`config.mk`:
```
export PLATFORM = sky130hd
export DESIGN_NAME = mdio_master
export DESIGN_NICKNAME = d
export VERILOG_FILES = /design/src/rtl/mdio_pkg.sv /design/src/rtl/mdio_sync.sv /design/src/rtl/mdio_slot_timer.sv /design/src/rtl/mdio_seq.sv /design/src/rtl/mdio_master.sv
export SDC_FILE = /design/constraint.sdc
export NUM_CORES = 1
export LEC_CHECK = 0
export BUFFER_PORTS_ARGS = -buffer_cell sky130_fd_sc_hd__clkbuf_2
export CORE_MARGIN = 3
export CORE_UTILIZATION = 35
export CTS_CLUSTER_SIZE = 16
export DETAILED_ROUTE_END_ITERATION = 12
export GPL_ROUTABILITY_DRIVEN = 0
export SYNTH_ARGS = -nofsm -noshare
export SYNTH_HDL_FRONTEND = slang
export SYNTH_SLANG_ARGS = --single-unit
```
`constraint.sdc`:
```
create_clock -name clk -period 3.9 [get_ports clk]
set_input_delay 0.975 -clock clk [delete_from_list [all_inputs] [get_ports clk]]
set_output_delay 0.975 -clock clk [all_outputs]
set_load 0.02 [all_outputs]
```
`src/rtl/mdio_pkg.sv`:
```
package mdio_pkg;

   localparam int PRE_LEN   = 32;
   localparam int FLUSH_LEN = 32;
   localparam int FIELD_W   = 5;
   localparam int WORD_W    = 16;
   localparam int HDR_LEN   = 4 + 2 * FIELD_W;
   localparam int BCNT_W    = $clog2(PRE_LEN) + 1;

   typedef enum logic [3:0] {
      ST_IDLE,
      ST_PRE,
      ST_HDR,
      ST_TAW,
      ST_WDAT,
      ST_RLS,
      ST_TAR,
      ST_RDAT,
      ST_FLUSH
   } seq_st_e;

   typedef struct packed {
      logic               wr;
      logic               c45;
      logic [FIELD_W-1:0] phy;
      logic [FIELD_W-1:0] regf;
      logic [WORD_W-1:0]  addr;
      logic [WORD_W-1:0]  wdata;
   } mdio_req_t;

   // start code, opcode, PHY field, register/device field
   function automatic logic [HDR_LEN-1:0] hdr_word(mdio_req_t r, logic addr_phase);
      logic [1:0] st;
      logic [1:0] op;
      st = r.c45 ? 2'b00 : 2'b01;
      if (r.c45)
         op = addr_phase ? 2'b00 : (r.wr ? 2'b01 : 2'b11);
      else
         op = r.wr ? 2'b01 : 2'b10;
      return {st, op, r.phy, r.regf};
   endfunction

endpackage

```
`src/rtl/mdio_sync.sv`:
```
module mdio_sync #(
   parameter int STAGES = 2
) (
   input  logic clk,
   input  logic rst_n,
   input  logic d,
   output logic q
);

   logic [STAGES-1:0] ff;

   for (genvar i = 0; i < STAGES; i++) begin : g_stage
      if (i == 0) begin : g_first
         always_ff @(posedge clk) begin
            if (!rst_n) ff[i] <= 1'b1;
            else        ff[i] <= d;
         end
      end else begin : g_next
         always_ff @(posedge clk) begin
            if (!rst_n) ff[i] <= 1'b1;
            else        ff[i] <= ff[i-1];
         end
      end
   end

   assign q = ff[STAGES-1];

endmodule

```
`src/rtl/mdio_slot_timer.sv`:
```
module mdio_slot_timer #(
   parameter  int HALF_CYC = 18,
   localparam int CW       = $clog2(2 * HALF_CYC)
) (
   input  logic          clk,
   input  logic          rst_n,
   input  logic          run,
   output logic          mdc,
   output logic          slot_end,
   output logic [CW-1:0] phase
);

   localparam logic [CW-1:0] LAST = CW'(2 * HALF_CYC - 1);
   localparam logic [CW-1:0] HI   = CW'(HALF_CYC);

   logic [CW-1:0] phase_nxt;

   always_comb begin
      if (!run)               phase_nxt = '0;
      else if (phase == LAST) phase_nxt = '0;
      else                    phase_nxt = phase + 1'b1;
   end

   always_ff @(posedge clk) begin
      if (!rst_n) begin
         phase <= '0;
         mdc   <= 1'b0;
      end else begin
         phase <= phase_nxt;
         mdc   <= (phase_nxt >= HI);
      end
   end

   assign slot_end = run && (phase == LAST);

   // MDC may only toggle at the slot start or the mid-slot point
   assert_mdc_edges_R8: assert property (@(posedge clk) disable iff (!rst_n)
      !$stable(mdc) |-> (phase == '0 || phase == HI));

endmodule

```
`src/rtl/mdio_seq.sv`:
```
module mdio_seq
   import mdio_pkg::*;
(
   input  logic              clk,
   input  logic              rst_n,
   input  logic              req_valid,
   input  mdio_req_t         req,
   input  logic              slot_end,
   input  logic              rx_bit,
   output logic              busy,
   output logic              done,
   output logic [WORD_W-1:0] rdata,
   output logic              tx_bit,
   output logic              tx_en,
   output seq_st_e           state
);

   mdio_req_t          req_q;
   logic               addr_ph;
   logic [BCNT_W-1:0]  bcnt;
   logic [HDR_LEN-1:0] hdr_sr;
   logic [WORD_W-1:0]  wd_sr;
   logic [WORD_W-1:0]  rd_sr;

   always_ff @(posedge clk) begin
      if (!rst_n) begin
         state   <= ST_IDLE;
         req_q   <= '0;
         addr_ph <= 1'b0;
         bcnt    <= '0;
         hdr_sr  <= '0;
         wd_sr   <= '0;
         rd_sr   <= '0;
         rdata   <= '0;
         done    <= 1'b0;
      end else begin
         done <= 1'b0;
         if (state == ST_IDLE) begin
            if (req_valid) begin
               req_q   <= req;
               addr_ph <= req.c45;
               state   <= ST_PRE;
               bcnt    <= '0;
            end
         end else if (slot_end) begin
            bcnt <= bcnt + 1'b1;
            case (state)
               ST_PRE: begin
                  if (bcnt == BCNT_W'(PRE_LEN - 1)) begin
                     state  <= ST_HDR;
                     bcnt   <= '0;
                     hdr_sr <= hdr_word(req_q, addr_ph);
                  end
               end
               ST_HDR: begin
                  hdr_sr <= hdr_sr << 1;
                  if (bcnt == BCNT_W'(HDR_LEN - 1)) begin
                     bcnt <= '0;
                     if (req_q.wr || addr_ph) begin
                        state <= ST_TAW;
                        wd_sr <= addr_ph ? req_q.addr : req_q.wdata;
                     end else begin
                        state <= ST_TAR;
                     end
                  end
               end
               ST_TAW: begin
                  if (bcnt == BCNT_W'(1)) begin
                     state <= ST_WDAT;
                     bcnt  <= '0;
                  end
               end
               ST_WDAT: begin
                  wd_sr <= wd_sr << 1;
                  if (bcnt == BCNT_W'(WORD_W - 1)) begin
                     state <= ST_RLS;
                     bcnt  <= '0;
                  end
               end
               ST_TAR: begin
                  bcnt  <= '0;
                  state <= rx_bit ? ST_FLUSH : ST_RDAT;
               end
               ST_RDAT: begin
                  rd_sr <= {rd_sr[WORD_W-2:0], rx_bit};
                  if (bcnt == BCNT_W'(WORD_W - 1)) begin
                     state <= ST_RLS;
                     bcnt  <= '0;
                  end
               end
               ST_RLS: begin
                  bcnt <= '0;
                  if (addr_ph) begin
                     addr_ph <= 1'b0;
                     state   <= ST_PRE;
                  end else begin
                     state <= ST_IDLE;
                     done  <= 1'b1;
                     if (!req_q.wr) rdata <= rd_sr;
                  end
               end
               ST_FLUSH: begin
                  if (bcnt == BCNT_W'(FLUSH_LEN - 1)) begin
                     state <= ST_IDLE;
                     done  <= 1'b1;
                     rdata <= '1;
                     bcnt  <= '0;
                  end
               end
               default: state <= ST_IDLE;
            endcase
         end
      end
   end

   assign busy = (state != ST_IDLE);

   always_comb begin
      tx_bit = 1'b0;
      tx_en  = 1'b0;
      case (state)
         ST_PRE:  begin tx_en = 1'b1; tx_bit = 1'b1;              end
         ST_HDR:  begin tx_en = 1'b1; tx_bit = hdr_sr[HDR_LEN-1]; end
         ST_TAW:  begin tx_en = 1'b1; tx_bit = (bcnt == '0);      end
         ST_WDAT: begin tx_en = 1'b1; tx_bit = wd_sr[WORD_W-1];   end
         default: begin tx_en = 1'b0; tx_bit = 1'b0;              end
      endcase
   end

   // busy only starts from a presented request
   assert_busy_start_R10: assert property (@(posedge clk) disable iff (!rst_n)
      $rose(busy) |-> $past(req_valid));

   // completion is a single-cycle pulse
   assert_done_pulse_R10: assert property (@(posedge clk) disable iff (!rst_n)
      done |=> !done);

   // captured request cannot change while an access runs
   assert_req_hold_R10: assert property (@(posedge clk) disable iff (!rst_n)
      (busy && $past(busy)) |-> $stable(req_q));

   // a drained read always reports all-ones
   assert_flush_ones_R6: assert property (@(posedge clk) disable iff (!rst_n)
      (done && $past(state) == ST_FLUSH) |-> (rdata == '1));

endmodule

```
`src/rtl/mdio_master.sv`:
```
module mdio_master
   import mdio_pkg::*;
#(
   parameter int HALF_CYC     = 18,
   parameter int SYNC_STAGES  = 2,
   parameter int CLK_NS       = 20,
   parameter int MIN_MDC_NS   = 400,
   parameter int PHY_DELAY_NS = 300
) (
   input  logic        clk,
   input  logic        rst_n,
   input  logic        req_valid,
   input  logic        req_write,
   input  logic        req_c45,
   input  logic [4:0]  req_phy,
   input  logic [4:0]  req_reg,
   input  logic [15:0] req_addr,
   input  logic [15:0] req_wdata,
   output logic        busy,
   output logic        done,
   output logic [15:0] rdata,
   output logic        mdc,
   output logic        mdio_out,
   output logic        mdio_oe,
   input  logic        mdio_in
);

   localparam int CW = $clog2(2 * HALF_CYC);

   initial begin
      assert (SYNC_STAGES >= 2)
         else $error("SYNC_STAGES must be at least 2");
      assert (HALF_CYC >= SYNC_STAGES + 2)
         else $error("HALF_CYC too short for the synchronizer");
      assert (2 * HALF_CYC * CLK_NS >= MIN_MDC_NS)
         else $error("MDC period below the bus minimum");
      assert ((HALF_CYC - SYNC_STAGES) * CLK_NS >= PHY_DELAY_NS)
         else $error("MDC high phase does not cover PHY output delay");
   end

   mdio_req_t     req;
   logic          slot_end;
   logic          rx_bit;
   logic [CW-1:0] phase;
   seq_st_e       st;

   assign req = '{wr: req_write, c45: req_c45, phy: req_phy, regf: req_reg,
                  addr: req_addr, wdata: req_wdata};

   mdio_slot_timer #(.HALF_CYC(HALF_CYC)) u_timer (
      .clk      (clk),
      .rst_n    (rst_n),
      .run      (busy),
      .mdc      (mdc),
      .slot_end (slot_end),
      .phase    (phase)
   );

   mdio_sync #(.STAGES(SYNC_STAGES)) u_sync (
      .clk   (clk),
      .rst_n (rst_n),
      .d     (mdio_in),
      .q     (rx_bit)
   );

   mdio_seq u_seq (
      .clk       (clk),
      .rst_n     (rst_n),
      .req_valid (req_valid),
      .req       (req),
      .slot_end  (slot_end),
      .rx_bit    (rx_bit),
      .busy      (busy),
      .done      (done),
      .rdata     (rdata),
      .tx_bit    (mdio_out),
      .tx_en     (mdio_oe),
      .state     (st)
   );

   // line direction changes only at a slot start, while MDC is low
   assert_oe_slot_R8: assert property (@(posedge clk) disable iff (!rst_n)
      !$stable(mdio_oe) |-> (phase == '0 && !mdc));

   // preamble slots are driven ones
   assert_pre_driven_R2: assert property (@(posedge clk) disable iff (!rst_n)
      (st == ST_PRE) |-> (mdio_oe && mdio_out));

   // the master never drives when the PHY may own the line
   assert_release_R11: assert property (@(posedge clk) disable iff (!rst_n)
      (st == ST_TAR || st == ST_RDAT || st == ST_FLUSH || st == ST_RLS) |-> !mdio_oe);

   // nothing moves on the bus while idle
   assert_idle_quiet_R1: assert property (@(posedge clk) disable iff (!rst_n)
      !busy |-> (!mdc && !mdio_oe));

endmodule

```
==> metrics.yaml <==
outcome: "finished clean"
nets: 736
grt_pass1_wl_um: 20200
ff2ff_path_depth: 6
vdd_drop_max_mv: 0.350
crit_fanout: 20
max_slew_margin_pct: 37.1
cts_buffers: 17
cts_buffer_depth: 2
root_buffer: "clkbuf_16"
wl_um: 12000
synthTopCellsByArea: "dfxtp_1 (46%), mux2i_1 (9.8%), nand2_1 (9.7%), a21oi_1 (5.3%), nor2_1 (4.2%)"
cp_slowest_stage_delay_ns: 0.82
die_x_um: 131
final_common_cell: "nand2_1"
fin_crit_sh_pct: 83.6
maxCapViolations: 0
fin_crit_ns: 3.26
syn_inst: 639
async_flop_share_pct: 0
clock_skew_ns: 0.00586
core-area_um2: 15300
hold_depth: 2
finalHoldViolCount: 0
postCtsSetupBuffers: 0
drt_iter0_markers: 297
cp.depth: 5
num_rows: 45
antenna_cells: 0
io_pins: 69
grt_max_degree: 93
critPathLaunchType: "register"
p_leak_uw: 0.00238
busiest_layer: "met2"
via_per_inst: 5.00
grt_use_met3_pct: 4.59
powerDensity_nw_per_um2: 563
cts_tree: "yes"
syn_area_um2: 5510
critical_path_class: "reg -> out"
arrival_ns: 2.29
avgRoutedWirePerCell_um: 13.2
cts_num_sinks: 127
insertion_delay_ns: 0.41
synth_edf_count: 0
cp_num_buf_inv: 1
rsz0062_at_grt: "no"
ctsResizeCount: 0
die_y_um: 131
grt_pass1_vias: 4230
yosys.area.top_type: "dfxtp_1"
num_vias: 4539
setup_viol: 0
worstSetupEndpointType: "primary output"
drive_gt1_share_pct: 17.0
gr-usage-met1_pct: 18.1
die_area_um2: 17300
postRouteAntennaNets: 0
timing.fmax_mhz: 307
synth.top_cell.area_share_pct: 46.2
htree_levels: 4
layout_common_cells: "nand2_1 (142), dfxtp_1 (127), clkbuf_2 (68), nor2_1 (61), a21oi_1 (58)"
groute.usage.overall_pct: 14.1
tightestPinTransition_ns: 0.940
areaGrowthSynthToFinish_pct: 19.1
io_buffer_count: 68
dp_hpwl_um: 8020
fin_tns_setup_ns: 0
synth_fp_nets: 691
met2_usage_pct: 22.6
antenna_found_initial: 0
first_pass_iters: 5
ys.flop_type: "dfxtp_1"
synth.avg_cell_area_um2: 8.62
drv_slew: 0
required_ns: 2.92
slowest_stage: "dfxtp_1"
min_path_type: "reg -> reg"
drcViolationCount: 0
power.total_uw: 3700
crit_family: "flip-flops"
initial_core_util_pct: 36.0
hold_buffers: 0
yosysSeqAreaShare_pct: 46.2
clk_pin_slew_worst_paths_ns: 0.06
ys_types: 60
overflow: 0
cp_cell_sequence: "nand2b_1, nor2_1, a21oi_1, o21ai_0, clkbuf_2"
yosysWarningCount: 0
ys_ff_latch: 127
worst paths after layout:
path                  startpoint        endpoint  slack, ns
setup / recovery  u_seq.state[0]        mdio_out       0.64
hold reg to reg   u_seq.req_q[6]  u_seq.req_q[6]       0.45
hold / removal    u_seq.req_q[6]  u_seq.req_q[6]       0.45
setup reg to reg  u_seq.state[2]  u_seq.wd_sr[2]       1.21
power by group:
group	leakage, uW	switching [uW]	internal, uW
clock	0.000289	553	1050
combinational	0.00106	384	219
sequential	0.00103	93.2	1400
per-stage QoR:
step	utilization (%)	worst slack [ns]	hold slack, ns	instances	instance area (um2)
after floorplan	-	1.15	0.386	639	5510
after CTS	42.8	0.671	0.454	907	6560
after global placement	38.9	1.20	0.442	876	5950
after global routing	42.8	0.495	0.470	907	6560
after detailed placement	38.9	1.14	0.442	876	5950
final	42.8	0.639	0.451	907	6560
area by class of cell:
type / count / area, um2
flip-flops and latches: 127 / 2540
clock inverters: 9 / 131
inverters: 10 / 37.5
fillers: 1525 / 8750
clock buffers: 22 / 474
multi-input cells: 453 / 2720
repair buffers: 75 / 393
well taps: 211 / 264
Yosys cell counts, drive strengths merged (2+ instances only):
library cell,number
buf,18
a2111oi,3
nand2b,11
a311oi,9
mux2i,54
and2,2
nand2,142
nor2b,2
dfxtp,127
nor4,3
xor2,3
o21ai,20
o221a,16
o2111ai,3
a211oi,5
o21a,2
nand3b,2
ha,4
a21oi,59
nor2,62
nor3,10
xnor2,4
a32o,2
inv,10
nand3,12
nor4b,3
clkbuf,31
per-layer routing:
| layer | share of wire (%) | routed length [um] |
|---|---|---|
| met1 | 48 | 5710 |
| met5 | 0 | 0 |
| met3 | 5.9 | 702 |
| met2 | 45 | 5440 |
| met4 | 0.92 | 110 |
cell families (layout without fill, tap and decap cells):
group	Yosys count	after routing	share of synthesized area, %
AND/OR/NAND/NOR	254	254	20.4
AO/OA/AOI/OAI	133	133	16.8
flip-flops	127	127	46.2
buffers and inverters	59	116	4.68
multiplexers	55	55	10.0
XOR/XNOR	7	7	1.11
adder cells (fa/ha/maj)	4	4	0.909
worst min-delay path: cells and delay by family (launching register included):
kind | cells | cell delay [ns]
flops | 1 | 0.30
simple gates | 1 | 0.05
compound gates | 1 | 0.05
sequential cells by signal (all words and copies together) (netlist names), 4 cells and up:
signal and cells:
u_seq.req_q 44, u_seq.rd_sr 16, u_seq.rdata 16, u_seq.wd_sr 16, u_seq.hdr_sr 14, u_seq.bcnt 6
u_timer.phase 6, u_seq.state 4
No activity file was read; power rests on OpenSTA's default activity.
